<file path="config.mk">
export PLATFORM = sky130hd
export DESIGN_NAME = line_dir_arbiter
export DESIGN_NICKNAME = d
export VERILOG_FILES = /design/src/rtl/line_arb_pkg.sv /design/src/rtl/line_sync.sv /design/src/rtl/fall_detect.sv /design/src/rtl/arb_fsm.sv /design/src/rtl/line_dir_arbiter.sv
export SDC_FILE = /design/constraint.sdc
export NUM_CORES = 1
export LEC_CHECK = 0
export ABC_CLOCK_PERIOD_IN_PS = 2400
export CAP_MARGIN = 20
export CORE_MARGIN = 1
export CORE_UTILIZATION = 35
export DETAILED_ROUTE_END_ITERATION = 8
export GPL_TIMING_DRIVEN = 0
export PLACE_DENSITY_LB_ADDON = 0.1
export SETUP_SLACK_MARGIN = 0.5
export SYNTH_ARGS = -nofsm -noshare
export SYNTH_HDL_FRONTEND = slang
export SYNTH_HIERARCHICAL = 1
export SYNTH_SLANG_ARGS = --single-unit
</file>
<file path="constraint.sdc">
create_clock -name clk_i -period 2.4 [get_ports clk_i]
set_input_delay 0.48 -clock clk_i [delete_from_list [all_inputs] [get_ports clk_i]]
set_output_delay 0.48 -clock clk_i [all_outputs]
set_load 0.01 [all_outputs]
</file>
<file path="src/rtl/line_arb_pkg.sv">
package line_arb_pkg;
  typedef enum logic [2:0] {
    ST_OFF,
    ST_REARM,
    ST_IDLE,
    ST_WAIT,
    ST_DRIVE,
    ST_GUARD
  } arb_state_e;

  typedef enum logic {
    SIDE_HOST = 1'b0,
    SIDE_CARD = 1'b1
  } side_e;
endpackage

</file>
<file path="src/rtl/line_sync.sv">
module line_sync #(
  parameter int WIDTH  = 2,
  parameter int STAGES = 2
) (
  input  logic             clk_i,
  input  logic             rst_ni,
  input  logic [WIDTH-1:0] d_i,
  output logic [WIDTH-1:0] q_o
);
  logic [WIDTH-1:0] stage_q [STAGES];

  // lines rest high, so reset to high
  always_ff @(posedge clk_i or negedge rst_ni) begin
    if (!rst_ni) stage_q[0] <= '1;
    else         stage_q[0] <= d_i;
  end

  for (genvar s = 1; s < STAGES; s++) begin : g_stage
    always_ff @(posedge clk_i or negedge rst_ni) begin
      if (!rst_ni) stage_q[s] <= '1;
      else         stage_q[s] <= stage_q[s-1];
    end
  end

  assign q_o = stage_q[STAGES-1];
endmodule

</file>
<file path="src/rtl/fall_detect.sv">
module fall_detect #(
  parameter int WIDTH = 2
) (
  input  logic             clk_i,
  input  logic             rst_ni,
  input  logic [WIDTH-1:0] lvl_i,
  output logic [WIDTH-1:0] fall_o
);
  logic [WIDTH-1:0] prev_q;

  always_ff @(posedge clk_i or negedge rst_ni) begin
    if (!rst_ni) prev_q <= '1;
    else         prev_q <= lvl_i;
  end

  assign fall_o = prev_q & ~lvl_i;
endmodule

</file>
<file path="src/rtl/arb_fsm.sv">
module arb_fsm
  import line_arb_pkg::*;
#(
  parameter int DELAY_CYC = 3,
  parameter int GUARD_CYC = 4
) (
  input  logic clk_i,
  input  logic rst_ni,
  input  logic active_i,
  input  logic host_lvl_i,
  input  logic card_lvl_i,
  input  logic host_fall_i,
  input  logic card_fall_i,
  output logic host_pd_o,
  output logic card_pd_o
);
  localparam int CNT_MAX = (DELAY_CYC > GUARD_CYC) ? DELAY_CYC : GUARD_CYC;
  localparam int CNT_W   = $clog2(CNT_MAX + 1);
  localparam logic [CNT_W-1:0] DLY_LAST = CNT_W'(DELAY_CYC - 1);
  localparam logic [CNT_W-1:0] GRD_LAST = CNT_W'(GUARD_CYC - 1);

  arb_state_e       state_q, state_d;
  side_e            owner_q, owner_d;
  logic [CNT_W-1:0] cnt_q, cnt_d;
  logic             master_lvl;

  assign master_lvl = (owner_q == SIDE_HOST) ? host_lvl_i : card_lvl_i;

  always_comb begin
    state_d = state_q;
    owner_d = owner_q;
    cnt_d   = cnt_q;
    unique case (state_q)
      ST_OFF:   state_d = ST_REARM;
      ST_REARM: if (host_lvl_i && card_lvl_i) state_d = ST_IDLE;
      ST_IDLE: begin
        // host checked first: wins a same-cycle tie
        if (host_fall_i) begin
          owner_d = SIDE_HOST;
          state_d = ST_WAIT;
          cnt_d   = '0;
        end else if (card_fall_i) begin
          owner_d = SIDE_CARD;
          state_d = ST_WAIT;
          cnt_d   = '0;
        end
      end
      ST_WAIT: begin
        if (master_lvl) begin
          state_d = ST_GUARD;
          cnt_d   = '0;
        end else if (cnt_q == DLY_LAST) begin
          state_d = ST_DRIVE;
        end else begin
          cnt_d = cnt_q + 1'b1;
        end
      end
      ST_DRIVE: begin
        // slave line deliberately unwatched here
        if (master_lvl) begin
          state_d = ST_GUARD;
          cnt_d   = '0;
        end
      end
      ST_GUARD: begin
        if (cnt_q == GRD_LAST) state_d = ST_REARM;
        else                   cnt_d   = cnt_q + 1'b1;
      end
      default: state_d = ST_OFF;
    endcase
    if (!active_i) state_d = ST_OFF;
  end

  always_ff @(posedge clk_i or negedge rst_ni) begin
    if (!rst_ni) begin
      state_q <= ST_OFF;
      owner_q <= SIDE_HOST;
      cnt_q   <= '0;
    end else begin
      state_q <= state_d;
      owner_q <= owner_d;
      cnt_q   <= cnt_d;
    end
  end

  assign host_pd_o = (state_q == ST_DRIVE) && (owner_q == SIDE_CARD);
  assign card_pd_o = (state_q == ST_OFF) ||
                     ((state_q == ST_DRIVE) && (owner_q == SIDE_HOST));
endmodule

</file>
<file path="src/rtl/line_dir_arbiter.sv">
module line_dir_arbiter #(
  parameter int DELAY_CYC   = 3,
  parameter int GUARD_CYC   = 4,
  parameter int SYNC_STAGES = 2
) (
  input  logic clk_i,
  input  logic rst_ni,
  input  logic active_i,
  input  logic host_line_i,
  input  logic card_line_i,
  output logic host_pd_o,
  output logic card_pd_o
);
  localparam int NUM_SIDES = 2;

  logic [NUM_SIDES-1:0] lvl_s, fall_s;

  line_sync #(.WIDTH(NUM_SIDES), .STAGES(SYNC_STAGES)) i_sync (
    .clk_i  (clk_i),
    .rst_ni (rst_ni),
    .d_i    ({card_line_i, host_line_i}),
    .q_o    (lvl_s)
  );

  fall_detect #(.WIDTH(NUM_SIDES)) i_fall (
    .clk_i  (clk_i),
    .rst_ni (rst_ni),
    .lvl_i  (lvl_s),
    .fall_o (fall_s)
  );

  arb_fsm #(.DELAY_CYC(DELAY_CYC), .GUARD_CYC(GUARD_CYC)) i_fsm (
    .clk_i       (clk_i),
    .rst_ni      (rst_ni),
    .active_i    (active_i),
    .host_lvl_i  (lvl_s[0]),
    .card_lvl_i  (lvl_s[1]),
    .host_fall_i (fall_s[0]),
    .card_fall_i (fall_s[1]),
    .host_pd_o   (host_pd_o),
    .card_pd_o   (card_pd_o)
  );
endmodule

</file>
### Yosys cells after proc, flatten, opt, wreduce, memory -nomap -nowiden

Cells that the tools add are included.

| word-level totals | value |
|---|---|
| bits in writable memories | 0 |
| register bits | 13 |
| logic and storage cells | 55 |
| bits of input ports | 5 |
| latch bits | 0 |
| memory bits (read-only) | 0 |
| memories kept | 0 |
| output and inout port bits | 2 |

| cells by class | value |
|---|---|
| bitwise logic cells | 3 |
| equality and inequality tests | 16 |
| muxes and demuxes | 19 |
| magnitude comparators | 0 |
| $add $sub $neg | 1 |
| multiply operators | 0 |
| reductions and logical operators | 10 |
| shifts and indexed selects | 0 |
| divide/modulo/power cells | 0 |

Operators by type and width:

| kind | count |
|---|---|
| 3-bit 2-to-1 mux | 14 |
| 3-bit case mux with 6 select lines | 1 |
| 3-bit by 2-bit == test with 1-bit output, second input constant | 4 |
| 3-bit by 2-bit inequality test with 1-bit output, second input constant | 4 |
| 3-bit case mux with 4 select lines | 1 |
| 5-bit AND reduction | 2 |
| 3-bit == test, second input constant | 2 |
| 4-bit by 2-bit inequality test with 1-bit output, second input constant | 1 |
| 4-bit inequality test, second input constant | 1 |
| 4-bit nonzero test | 1 |
| 3-bit by 1-bit adder with 3-bit output, second input constant | 1 |
| 3-bit by 1-bit == test with 1-bit output, second input constant | 1 |
| 1-bit logical AND | 3 |
| 3-bit logical NOT | 1 |
| 1-bit 2-to-1 mux | 3 |
| 3-bit inequality test, second input constant | 1 |
| 2-bit bitwise AND | 1 |
| 2-bit by 1-bit inequality test with 1-bit output, second input constant | 1 |
| 2-bit inequality test, second input constant | 1 |
| 2-bit NOT | 1 |
| 2-bit AND reduction | 1 |
| 2-bit nonzero test | 1 |
| 1-bit logical OR | 1 |
| 1-bit NOT | 1 |

### Logic depth before layout (Yosys ltp)

Gate-level depths: netlist (run 1).

| depth | value |
|---|---|
| depth after elaboration | 6 |
| gate-level depth with buffers | 6 |
| depth with buffers taken out | 6 |

### Cells and area by module

Netlist (run 1), hierarchy kept.

By module, submodules not included:

| module | area each (µm²) | seq. area each (µm²) | times used | cells each |
|---|---|---|---|---|
| arb_fsm | 561.8 | 175.2 | 1 | 61 |
| line_sync | 120.1 | 105.1 | 1 | 6 |
| fall_detect | 80.1 | 52.6 | 1 | 4 |

### Worst setup path after synthesis (run 1)

Ideal clock, no wire load.

| path | value |
|---|---|
| kind | reg2reg |
| start | register i_fsm.state_q[1] |
| end | register i_fsm.state_q[1] |
| data required time | 2.296 ns |
| path slack | 0.712 ns |
| buffers on the path | 1 |
| arrival | 1.584 ns |
| period minus slack after synthesis | 1.688 ns |
| cell stages (with the launch flop) | 6 |
| setup time | 0.104 ns |
| path through | dfrtp_1 buf_6 or3b_4 a21o_1 or4_1 o311ai_1 |

| on the way | value |
|---|---|
| longest elaborated chain between the ends | 3 |
| elaborated cells between the ends (all ways) | 14 |
| classes of those cells | eq/ne: 10; mux: 2; reduce/logical: 2 |

Ends and longest elaborated chain:

| item | RTL line | text |
|---|---|---|
| start: declaration | arb_fsm.sv:22 | `arb_state_e state_q, state_d;` |
| start signal: assignment | arb_fsm.sv:80 | `state_q <= state_d;` |
| 3-bit by 2-bit == test with 1-bit output, or another cell as far along | arb_fsm.sv:33 | `unique case (state_q)` |
| 4-bit by 2-bit inequality test with 1-bit output (no source line), or another cell as far along | n/a |  |
| 5-bit AND reduction (no source line) or 3-bit 2-to-1 mux (tied branches) | n/a |  |

Parallel ways exist; a longest one is shown, timed or not.
A chain may end at the register's enable or synchronous reset.

### Worst setup path after layout (run 1)

| path | value |
|---|---|
| start | register i_fsm.state_q[0] |
| end | output port card_pd_o |

| on the way | value |
|---|---|
| longest elaborated chain between the ends | 3 |
| elaborated cells between the ends (all ways) | 4 |
| classes of those cells | eq/ne: 1; reduce/logical: 3 |

Ends and longest elaborated chain:

| item | RTL line | text |
|---|---|---|
| 3-bit == test | arb_fsm.sv:88 | `((state_q == ST_DRIVE) && (owner_q == SIDE_HOST));` |
| 1-bit logical AND | arb_fsm.sv:88 |  |
| 1-bit logical OR (*) | arb_fsm.sv:87 | `assign card_pd_o = (state_q == ST_OFF) \|\|` |
| end: declaration | line_dir_arbiter.sv:12 | `output logic card_pd_o` |

Every way passes the cells marked *; elsewhere a longest branch is shown, timed or not.

==> results summary, run 1 <==
The final hold violation count came out at 0. In the synthesized netlist the dominant register cell turns out to be dfrtp_1. The share of flip-flops with an asynchronous set or reset is 100%. The peak supply drop came out at 401 uV.

Of the total synthesized cell area, the portion taken by full adders, half adders and majority gates is 6.57%. For this run, the share of the core covered by cells in the final layout is 46.2%. The number of nets at the end of the flow is 94.

The number of instances in the placed design is 104. The final hold slack is 0.358 ns. The cell at the root of the clock tree is clkbuf_4. The synthesized netlist devotes 13.3% of its cell area to compound gates. The area of the die is 2370 sq um. The period utilization is 76.3%. The number of global-route vias before repair came out at 555. The library cell used most frequently in the layout, excluding fill and tap cells, is buf_4. The violation count after the first detailed-route iteration is 10. The remaining global-route overflow came out at 0. Counting every instance in the synthesized netlist gives 71.

The maximum operating frequency is 0.546 GHz. After synthesis, the largest family of logic cells by area is simple AND/OR/NAND/NOR gates. The number of I/O pins is 7.

The transition time of the tightest slew-check pin is 0.619 ns. On the final layout, the worst clock skew is 0.00995 ns. The register area came out at 334 sq um. The area overhead of the layout relative to synthesis came out at 21.3%. Counting flops with a built-in enable in the synthesized netlist gives 0. Summing over every cut layer, the via total after detailed routing is 558. The worst min-delay path category is register to register. The worst setup path is captured at a primary output.

The worst setup path category is register to primary output. The sequential area share after synthesis came out at 43.7%. In this design, the stage delay of the slowest critical-path cell is 0.46 ns. The multiplexer share of the synthesized area is 8.21%. The internal cell power came out at 0.536 mW. The fraction of synthesized cell area in xor and xnor cells is 0%. The netlist uses 32 different library cells. The headroom to the max-slew limit is 58.6%.

The number of buffers created by CTS is 3. The number of maximum-capacitance constraint violations came out at 0. Setup violations remaining at the end of the flow were counted as 0. The total wire length after detailed routing is 1420 um. The overall fraction of global-route tracks in use came out at 14.5%. STA classifies the critical path startpoint as a register. The run finished with clean final reports. The count of cells in the finished layout, fillers not included, comes to 111. The logic gate share of total power is 48.7%. The largest fanout on the critical path came out at 10.

The portion of total power attributed to the clock network is 16.3%. The synthesized flop and latch total came out at 13. Once detail routing completed, the nets flagged for antenna violations numbered 0. The area share of and/or/nand/nor cells after synthesis came out at 21.2%.

The first-pass iteration count of the detailed router came out at 4. The fill cell total of the finished layout came out at 192. The net switching fraction of the power came out at 37.7%.

The synthesis warning total came out at 6. The power per cell area is 931 nW/um^2. In this run the critical register-to-register path is launched from i_fsm/state_q[0].

The number of antenna violations at the first check in global routing is 0. The first-pass GRT wire length is 2630 um. The average instance in the mapped netlist occupies 10.7 sq um. The analysis attributes to cell leakage a power of 0.385 nW. The H-tree depth is 1. The total clock sinks came out at 13. In the layout the commonest cells are 7 x buf_4, 6 x dfstp_2, 6 x dfrtp_1. Detailed placement finished with a half-perimeter wire length of 978 um. The CTS tree is built. STA puts the critical path data required time at 1.92 ns. The largest net degree at the start of global routing is 14. The part of the total power dissipated in sequential elements came out at 35.0%. The post-layout total power came out at 0.861 mW. The final sum of negative setup slack came out at 0 ns. The final RePlAce weighted congestion came out at 0.818. The die width is 48.7 um. The deepest clock path buffer count is 2.

The clock latency on the worst-skew pair came out at 0.28 ns. After synthesis the cells add up to 762 sq um. The worst path needs 1.83 ns of the cycle, external delays included. The initial core utilization came out at 38.1%. After floorplanning, the core was divided into 16 placement rows.

For flop-to-flop paths, the worst setup slack is 0.58 ns. Setup repair after global routing could not meet its margin everywhere. The vertical extent of the die came out at 48.7 um. The data arrival time of the worst path came out at 1.35 ns. When the netlist entered floorplanning its net count stood at 80. The signal on the critical path passes through buf_4 -> a211oi_2 -> clkdlybuf4s15_2. The critical path starts at i_fsm/state_q[0]. The count of unresolved DRC violations after routing is 0. The count of buffers added on input and output ports is 6. The max-slew violation count came to 0. The analysis attributes to net switching a power of 0.325 mW.

The clock transition at the registers of the reported paths is 0.09 ns. In this run the most critical hold path is launched from i_sync/stage_q[3]. The average wire length per cell after detail routing came out at 12.8 um.

The floorplan step defined a core boundary enclosing 2000 sq um. The per-cell via count in the routed design came out at 5.03. The total inserted antenna cells came out at 0.

In the final layout, the multi-input gates occupy 392 sq um. The fraction of final layout cells sized beyond drive strength 1 is 32.1%. The largest individual stage delay along the critical path comes from the cell dfrtp_2.
## final cells by class
type | count | share of cell area, %
flip-flops and latches | 13 | 36.1
multi-input cells | 48 | 42.4
well taps | 27 | 3.65
clock buffers | 4 | 2.84
plain buffers | 5 | 4.47
repair buffers | 9 | 8.53
inverters | 5 | 2.03
## Yosys cell counts, types with 2 or more instances
cell type / instances / area (sq um)
a21o_1: 2 / 15.0
a21oi_1: 4 / 20.0
buf_4: 2 / 15.0
dfrtp_1: 7 / 175
dfstp_2: 6 / 158
ha_1: 4 / 50.1
inv_1: 5 / 18.8
mux2_2: 2 / 22.5
mux2i_1: 4 / 40.0
nand2_1: 3 / 11.3
nand2b_1: 5 / 31.3
nand3_1: 2 / 10.0
nand3b_1: 3 / 22.5
nor2_1: 2 / 7.51
nor2b_4: 2 / 27.5
or4_1: 2 / 15.0
## path summary, 6_finish.rpt
path / end / depth (start not counted)
max in group asynchronous: i_fsm/state_q[0] / 1
setup / recovery: card_pd_o / 3
min in group asynchronous: i_fsm/state_q[2] / 1
hold reg to reg: i_sync/q_o[1] / 0
hold / removal: i_sync/q_o[1] / 0
setup reg to reg: i_fsm/state_q[1] / 5
## worst max-delay path, delay by kind of cell (launching register included)
family	cells	cell delay (ns)
DFF	1	0.46
buffers and inverters	2	0.43
AOI/OAI and AO/OA	1	0.19
## routing by layer
metal | GRT usage (%) | up-vias | part of all wire [%]
met5 | 0 | - | 0
met4 | 9.31 | 0 | 2.0
met3 | 3.14 | 4 | 4.3
met2 | 19.9 | 15 | 45
met1 | 20.3 | 260 | 49
li1 | - | 279 | -
## cell families after synthesis
logic type / count (synthesis)
and+or+nand+nor: 24
AOI/OAI and AO/OA: 14
DFF: 13
buffers and inverters: 10
muxes: 6
adders and majority gates: 4
## metrics by stage
step / instance area (sq um) / setup WS [ns]
4_1_cts: 925 / 0.487
3_3_place_gp: 856 / 0.269
5_1_grt: 925 / 0.497
2_1_floorplan: 762 / 0.712
3_5_place_dp: 856 / 0.310
6_report: 925 / 0.568
## state kept, by name, summed over array words and instances (netlist names)
name / count
i_fall/prev_q: 2
i_fsm/cnt_q: 3
i_fsm/owner_q: 1
i_fsm/state_q: 3
i_sync/q_o: 2
i_sync/stage_q: 2
## power by group through the flow
stage	logic, mW	clock network, mW	registers [mW]
4_1_cts	0.409	0.146	0.297
2_1_floorplan	0.271	0	0.293
6_report	0.420	0.140	0.301
5_1_grt	0.463	0.156	0.306
3_3_place_gp	0.363	0	0.303
3_5_place_dp	0.360	0	0.303
## repair_timing
| action | in CTS | in global routing |
|---|---|---|
| setup buffers | 3 | 0 |
| hold buffers | 0 | 0 |
| hold endpoints to repair | 0 | 0 |
| resized for setup | 11 | 3 |
| gates cloned | 0 | 0 |
| endpoints found under the setup margin | 2 | 2 |
Note: power is estimated with default switching activity, not from simulation.
==> run 2, diff against run 1 <==
- ABC_CLOCK_PERIOD_IN_PS: 2400 -> 1700
- clock period: 2.4 -> 1.7 ns (I/O delays scaled with it)
==> results summary, run 2 (synthesized netlist as in run 1, its figures left out) <==
The worst-case setup slack after placement came out at -0.235 ns (-0.545 ns). The fill cell total of the finished layout came out at 196 (+2.1%). The count of final setup violators is 1 (+1). The largest stage delay on the critical path came out at 0.49 ns (+0.03 ns). Leaving out fill and tap cells, the most frequent cells in the layout are 9 x buf_4, 6 x dfstp_2, 6 x dfrtp_1.

The number of nets at the end of the flow is 99 (+5.3%). The overall fraction of global-route tracks in use came out at 15.1% (+0.57 points). The worst setup skew after layout is 0.000980 ns (-0.00897 ns). The internal cell power is 0.826 mW (+54%).

The met1 global-route usage came to 20.4% (+0.077 points). The post-layout total power is 1.31 mW (+52%). The half-perimeter wire length of the detailed placement result is 989 um (+1.1%). The vertical extent of the die is 48.7 um (unchanged). The path with the worst hold slack has its endpoint at i_sync/q_o[1]. The number of antenna violations at the first check in global routing came to 0 (unchanged). The number of maximum-capacitance constraint violations is 0 (unchanged). The combined buffer and inverter count along the critical path came out at 1 (-1). Among all stages on the critical path, the largest delay is contributed by or4_1. The number of nets with antenna violations after routing came out at 0 (unchanged). The global routing met2 resource utilization is 23.8% (+3.9 points). In this run the critical register-to-register path is captured at i_fsm/state_q[1]. The area of the core came out at 2000 sq um (unchanged). The final hold violation count is 0 (unchanged). The library cell used most frequently in the layout, excluding fill and tap cells, is buf_4.

The max-slew violation count was 0 (unchanged). The number of vias after detailed routing came out at 601 (+7.7%). The part of the total power dissipated in sequential elements came out at 32.8% (-2.2 points). The signal on the critical path passes through buf_6 -> or3b_4 -> a21o_1 -> or4_1 -> o311ai_1. The beginning of the worst hold path is i_sync/stage_q[3]. The largest net degree at the start of global routing is 14 (unchanged). The deepest clock path buffer count came to 2 (unchanged). From synthesis to final layout, the design area changed by 29.9%. The busiest layer in global routing is met2.

The area of all placed cells without fillers is 990 sq um (+7.0%). The total inserted antenna cells came to 0 (unchanged). The critical path in this run is classified as register to register. The cell count of the worst reg-to-reg path is 5 (unchanged). The logic gate share of total power is 52.8% (+4.1 points). The average wire length per cell after detail routing is 13.1 um (+2.0%).

The fraction of final layout cells sized beyond drive strength 1 came out at 39.3% (+7.2 points). The data arrival time of the worst path came out at 1.96 ns (+0.61 ns). The startpoint of the most critical register-to-register path is i_fsm/state_q[1]. The final RePlAce weighted congestion was 0.850 (+3.9%).

The family of cells with the greatest summed delay on the critical path is simple AND/OR/NAND/NOR gates. The total clock sinks is 13 (unchanged). The static leakage is 0.417 nW (+8.3%).

The count of unresolved DRC violations after routing came to 0 (unchanged). The final critical path time including I/O delays and setup came out at 1.79 ns. The final sum of negative setup slack is -0.0869 ns (-0.0869 ns). STA classifies the critical path startpoint as a register. Setup repair after global routing could not meet its margin everywhere. The net switching fraction of the power came out at 37.0% (-0.76 points). The H-tree depth came out at 1 (unchanged). The placement row count is 16 (unchanged). The hold path depth is 0 (unchanged). The first-pass GRT wire length was 2810 um (+6.8%). The initial core utilization is 38.1% (unchanged).

The clock transition at the registers of the reported paths came to 0.08 ns (about the same). The placed cell area came out at 867 sq um (+1.3%). The count of buffers inserted at the top-level ports came out at 6 (unchanged).

The flow ran to the end, but the final reports show violations. The number of buffers created by CTS is 3 (unchanged). The required time of the critical path came out at 1.87 ns (-0.05 ns).

The tree is rooted in a clkbuf_4. The met3 track demand over resource in global routing came out at 4.40% (+1.3 points). The number of global-route vias before repair is 598 (+7.7%). The die width came out at 48.7 um (unchanged). The per-cell via count in the routed design was 5.18 (+3.1%). The total wire length after detailed routing is 1510 um (+6.6%). The area of the die was 2370 sq um (unchanged).

The slack of the worst reg-to-reg path came out at -0.09 ns (-0.67 ns). The period utilization came out at 105%. The maximum operating frequency came out at 0.560 GHz. The power per cell area is 1330 nW/um^2 (+42%).

STA classifies the critical path endpoint as a register. The final reports fail on setup timing. The total net switching power is 0.485 mW (+49%). The transition time of the tightest slew-check pin is 0.580 ns (-0.0390 ns). The worst min-delay path category is register to register. The violation count after the first detailed-route iteration came out at 16 (+6). The number of instances in the placed design was 104 (unchanged). In the final layout, the registers with the most flip-flops are i_fsm/cnt_q x3, i_fsm/state_q x3. The number of I/O pins came out at 7 (unchanged).

The remaining global-route overflow came out at 0 (unchanged). The largest fanout on the critical path is 4 (-6). The headroom to the max-slew limit came out at 61.2% (+2.6 points). The first-pass iteration count of the detailed router came out at 4 (unchanged).

The peak supply drop came out at 642 uV (+60%). The final critical-path setup slack is -0.0869 ns (-0.655 ns). TritonCTS built the clock tree. The clock latency on the worst-skew pair is 0.27 ns (about the same). The count of placed standard cells in the final layout, fillers left out came out at 116 (+4.5%). The portion of total power attributed to the clock network came to 14.4% (-1.9 points).
## run 2: through the flow
| step | util [%] | hold slack, ns |
|---|---|---|
| 4_1_cts | 47.8 | 0.357 |
| 3_5_place_dp | 43.3 | 0.347 |
| 3_3_place_gp | 43.3 | 0.346 |
| 6_report | 49.4 | 0.357 |
| 5_1_grt | 49.4 | 0.371 |
| 2_1_floorplan | - | 0.0444 |
## run 2: worst max-delay path by stage
stage,startpoint,endpoint,depth (start not counted)
2_1_floorplan,i_fsm/state_q[1],i_fsm/state_q[1],5
4_1_cts,i_fsm/state_q[1],i_fsm/state_q[1],5
6_report,i_fsm/state_q[1],i_fsm/state_q[1],5
3_3_place_gp,i_fsm/state_q[2],host_pd_o,4
3_5_place_dp,i_fsm/state_q[2],host_pd_o,4
5_1_grt,i_fsm/state_q[1],i_fsm/state_q[1],5
## run 2: final cells by class
type | instances | area, sq um | area share, %
Clock buffer | 4 | 26.3 | 2.65
Sequential cell | 13 | 334 | 33.8
Multi-Input combinational cell | 48 | 407 | 41.1
Timing Repair Buffer | 14 | 115 | 11.6
Inverter | 5 | 18.8 | 1.90
Buffer | 5 | 55.1 | 5.56
Tap cell | 27 | 33.8 | 3.41
## run 2: repair_timing
action | 4_1_cts | 5_1_grt
resized for setup | 15 | 3
hold endpoints to repair | 0 | 0
hold buffers | 0 | 0
pin swaps | 2 | 3
endpoints found under the setup margin | 9 | 9
buffers inserted | 5 | 3
## run 2: metal layers
metal / wire (um) / up-vias
met5: 0 / -
met4: 0 / 0
met3: 60 / 0
met2: 758 / 11
met1: 695 / 300
li1: - / 290
## run 2: power by group through the flow
| stage | combinational [mW] | clock (mW) | sequential, mW |
|---|---|---|---|
| 2_1_floorplan | 0.390 | 0 | 0.415 |
| 3_3_place_gp | 0.517 | 0 | 0.430 |
| 3_5_place_dp | 0.515 | 0 | 0.429 |
| 4_1_cts | 0.621 | 0.202 | 0.430 |
| 5_1_grt | 0.761 | 0.222 | 0.437 |
| 6_report | 0.693 | 0.188 | 0.430 |
==> run 3, diff against run 2 <==
- ABC_CLOCK_PERIOD_IN_PS: 1700 -> 1600
- CTS_CLUSTER_SIZE: unset -> 40
- clock period: 1.7 -> 1.6 ns (I/O delays scaled with it)
==> results summary, run 3 (synthesized netlist as in run 1, its figures left out) <==
The worst setup skew after layout came out at 0.000821 ns (-0.000159 ns). The area of all placed cells without fillers came out at 986 sq um (-0.38%). The peak supply drop is 585 uV (-9.0%). The average wire length per cell after detail routing was 13.5 um (+3.6%). The internal cell power is 0.881 mW (+6.7%). The total wire length after detailed routing came out at 1540 um (+1.8%). The overall fraction of global-route tracks in use is 15.3% (+0.27 points).

The number of instances in the placed design was 104 (unchanged). The multi-input gate area in the final layout is 415 sq um (+2.2%). The total net switching power is 0.526 mW (+8.4%). The number of antenna violations at the first check in global routing came to 0 (unchanged). The area of the die came to 2370 sq um (unchanged). The number of nets with antenna violations after routing is 0 (unchanged). The vertical extent of the die is 48.7 um (unchanged). The H-tree depth is 1 (unchanged). The transition time of the tightest slew-check pin came out at 0.580 ns (+0.000666 ns). The checks that failed: setup timing. The data arrival time of the worst path came out at 1.95 ns (about the same). The initial core utilization is 38.1% (unchanged). The first-pass iteration count of the detailed router is 4 (unchanged).

The placement row count was 16 (unchanged). The register area is 334 sq um (unchanged). The number of vias after detailed routing came to 606 (+0.83%). In the layout the commonest cells are 6 x dfstp_2, 6 x dfrtp_1, 5 x inv_1, 5 x buf_6, 5 x buf_4. The largest registers in the layout are i_fsm/cnt_q x3, i_fsm/state_q x3. The number of nets at the end of the flow is 97 (-2.0%). By startpoint and endpoint, the worst setup path is classified as register to register. The static leakage was 0.411 nW (-1.5%).

The worst setup path is captured at a register. The die width is 48.7 um (unchanged). The deepest clock path buffer count is 2 (unchanged).

The maximum operating frequency was 0.562 GHz (+0.50%). The logic gate share of total power is 53.0% (+0.2 points). The final hold violation count came to 0 (unchanged). Setup repair after global routing could not meet its margin everywhere. The max-slew violation count came out at 0 (unchanged). The power per cell area was 1430 nW/um^2 (+7.7%). The fill cell total of the finished layout came out at 197 (+0.51%). The final RePlAce weighted congestion is 0.850 (unchanged). The final critical path time including I/O delays and setup came out at 1.78 ns (-0.00884 ns). The portion of total power attributed to the clock network came out at 14.2% (-0.2 points).

The number of I/O pins came to 7 (unchanged). The final sum of negative setup slack came out at -0.535 ns (-0.448 ns). Relative to the synthesized area, the layout overhead comes to 29.4%.

The area of the core is 2000 sq um (unchanged). The total clock sinks is 13 (unchanged). The count of placed standard cells in the final layout, fillers left out was 114 (-1.7%). The largest net degree at the start of global routing came to 14 (unchanged).

The placed cell area came out at 867 sq um (unchanged). The path class of the tightest hold or removal check is register to register. The clock transition at the registers of the reported paths is 0.08 ns (about the same).

The half-perimeter wire length of the detailed placement result is 989 um (unchanged). The per-cell via count in the routed design came out at 5.32 (+2.6%). The count of unresolved DRC violations after routing came out at 0 (unchanged). The required time of the critical path came out at 1.77 ns (-0.10 ns). The remaining global-route overflow came to 0 (unchanged). The flow ran to the end, but the final reports show violations. TritonCTS built the clock tree. STA classifies the critical path startpoint as a register.

The net switching fraction of the power came to 37.4% (+0.38 points). The period utilization came out at 111% (+6.0 points). The fraction of final layout cells sized beyond drive strength 1 came to 40.2% (+0.90 points).

The clock latency on the worst-skew pair is 0.27 ns (about the same). The total inserted antenna cells is 0 (unchanged). The number of maximum-capacitance constraint violations was 0 (unchanged). The count of final setup violators is 7 (+6). The number of buffers created by CTS came out at 3 (unchanged).

The final hold slack is 0.358 ns (+0.000196 ns). The violation count after the first detailed-route iteration came out at 6 (-10). The headroom to the max-slew limit came to 61.2% (about the same). The first-pass GRT wire length came out at 2800 um (-0.25%).

The cell at the root of the clock tree is clkbuf_4. The largest fanout on the critical path came to 4 (unchanged). The count of buffers inserted at the top-level ports was 6 (unchanged). The final critical-path setup slack is -0.178 ns (-0.0912 ns).

The number of global-route vias before repair came out at 590 (-1.3%). The part of the total power dissipated in sequential elements was 32.9% (about the same).
-- run 3: cell type report --
| cell class | count | share of cell area [%] |
|---|---|---|
| plain buffers | 5 | 5.96 |
| clock buffers | 4 | 2.66 |
| inverters | 5 | 1.90 |
| multi-input cells | 48 | 42.1 |
| flip-flops and latches | 13 | 33.9 |
| well taps | 27 | 3.43 |
| repair buffers | 12 | 10.0 |
-- run 3: worst paths after layout --
path                            slack (ns)  cells after the start               from               end
worst max-delay path                 -0.18                      5   i_fsm/state_q[1]  i_fsm/state_q[1]
worst min-delay path                  0.36                      0  i_sync/stage_q[3]     i_sync/q_o[1]
worst max register to register       -0.18                      5   i_fsm/state_q[1]  i_fsm/state_q[1]
worst min register to register        0.36                      0  i_sync/stage_q[3]     i_sync/q_o[1]
max in group asynchronous             0.77                      1             rst_ni  i_fsm/state_q[0]
min in group asynchronous             0.42                      1             rst_ni  i_fsm/state_q[1]
-- run 3: critical path, cell delays in order, from the launching register on --
cell	delay, ns
dfrtp_1	0.40
buf_6	0.13
or3b_4	0.38
a21o_1	0.19
or4_1	0.49
o311ai_1	0.09
-- run 3: timing repair --
item	in CTS	in global routing
pin swaps	4	2
endpoints found under the setup margin	9	9
endpoints found under the hold margin	0	0
setup buffers	5	1
gates resized for setup	22	1
hold buffers	0	0
-- run 3: power by group through the flow --
stage	Sequential (mW)	Combinational [mW]	Clock, mW
after floorplan	0.440	0.414	0
after global placement	0.457	0.550	0
after detailed placement	0.456	0.548	0
after CTS	0.458	0.708	0.215
after global routing	0.473	0.815	0.235
final	0.462	0.745	0.200
-- run 3: layer usage --
metal	global-route usage (%)	up-vias	share of wire, %
li1	-	287	-
met1	20.4	307	44
met2	25.5	12	53
met4	2.45	0	0
met5	0	-	0
met3	3.77	0	2.9
-- run 3: per-stage QoR --
| stage | utilization, % | setup WS [ns] | total power, mW |
|---|---|---|---|
| 2_1_floorplan | - | -0.0878 | 0.854 |
| 3_3_place_gp | 43.3 | -0.353 | 1.01 |
| 3_5_place_dp | 43.3 | -0.315 | 1.00 |
| 4_1_cts | 48.7 | -0.174 | 1.38 |
| 5_1_grt | 49.3 | -0.250 | 1.52 |
| 6_report | 49.3 | -0.178 | 1.41 |
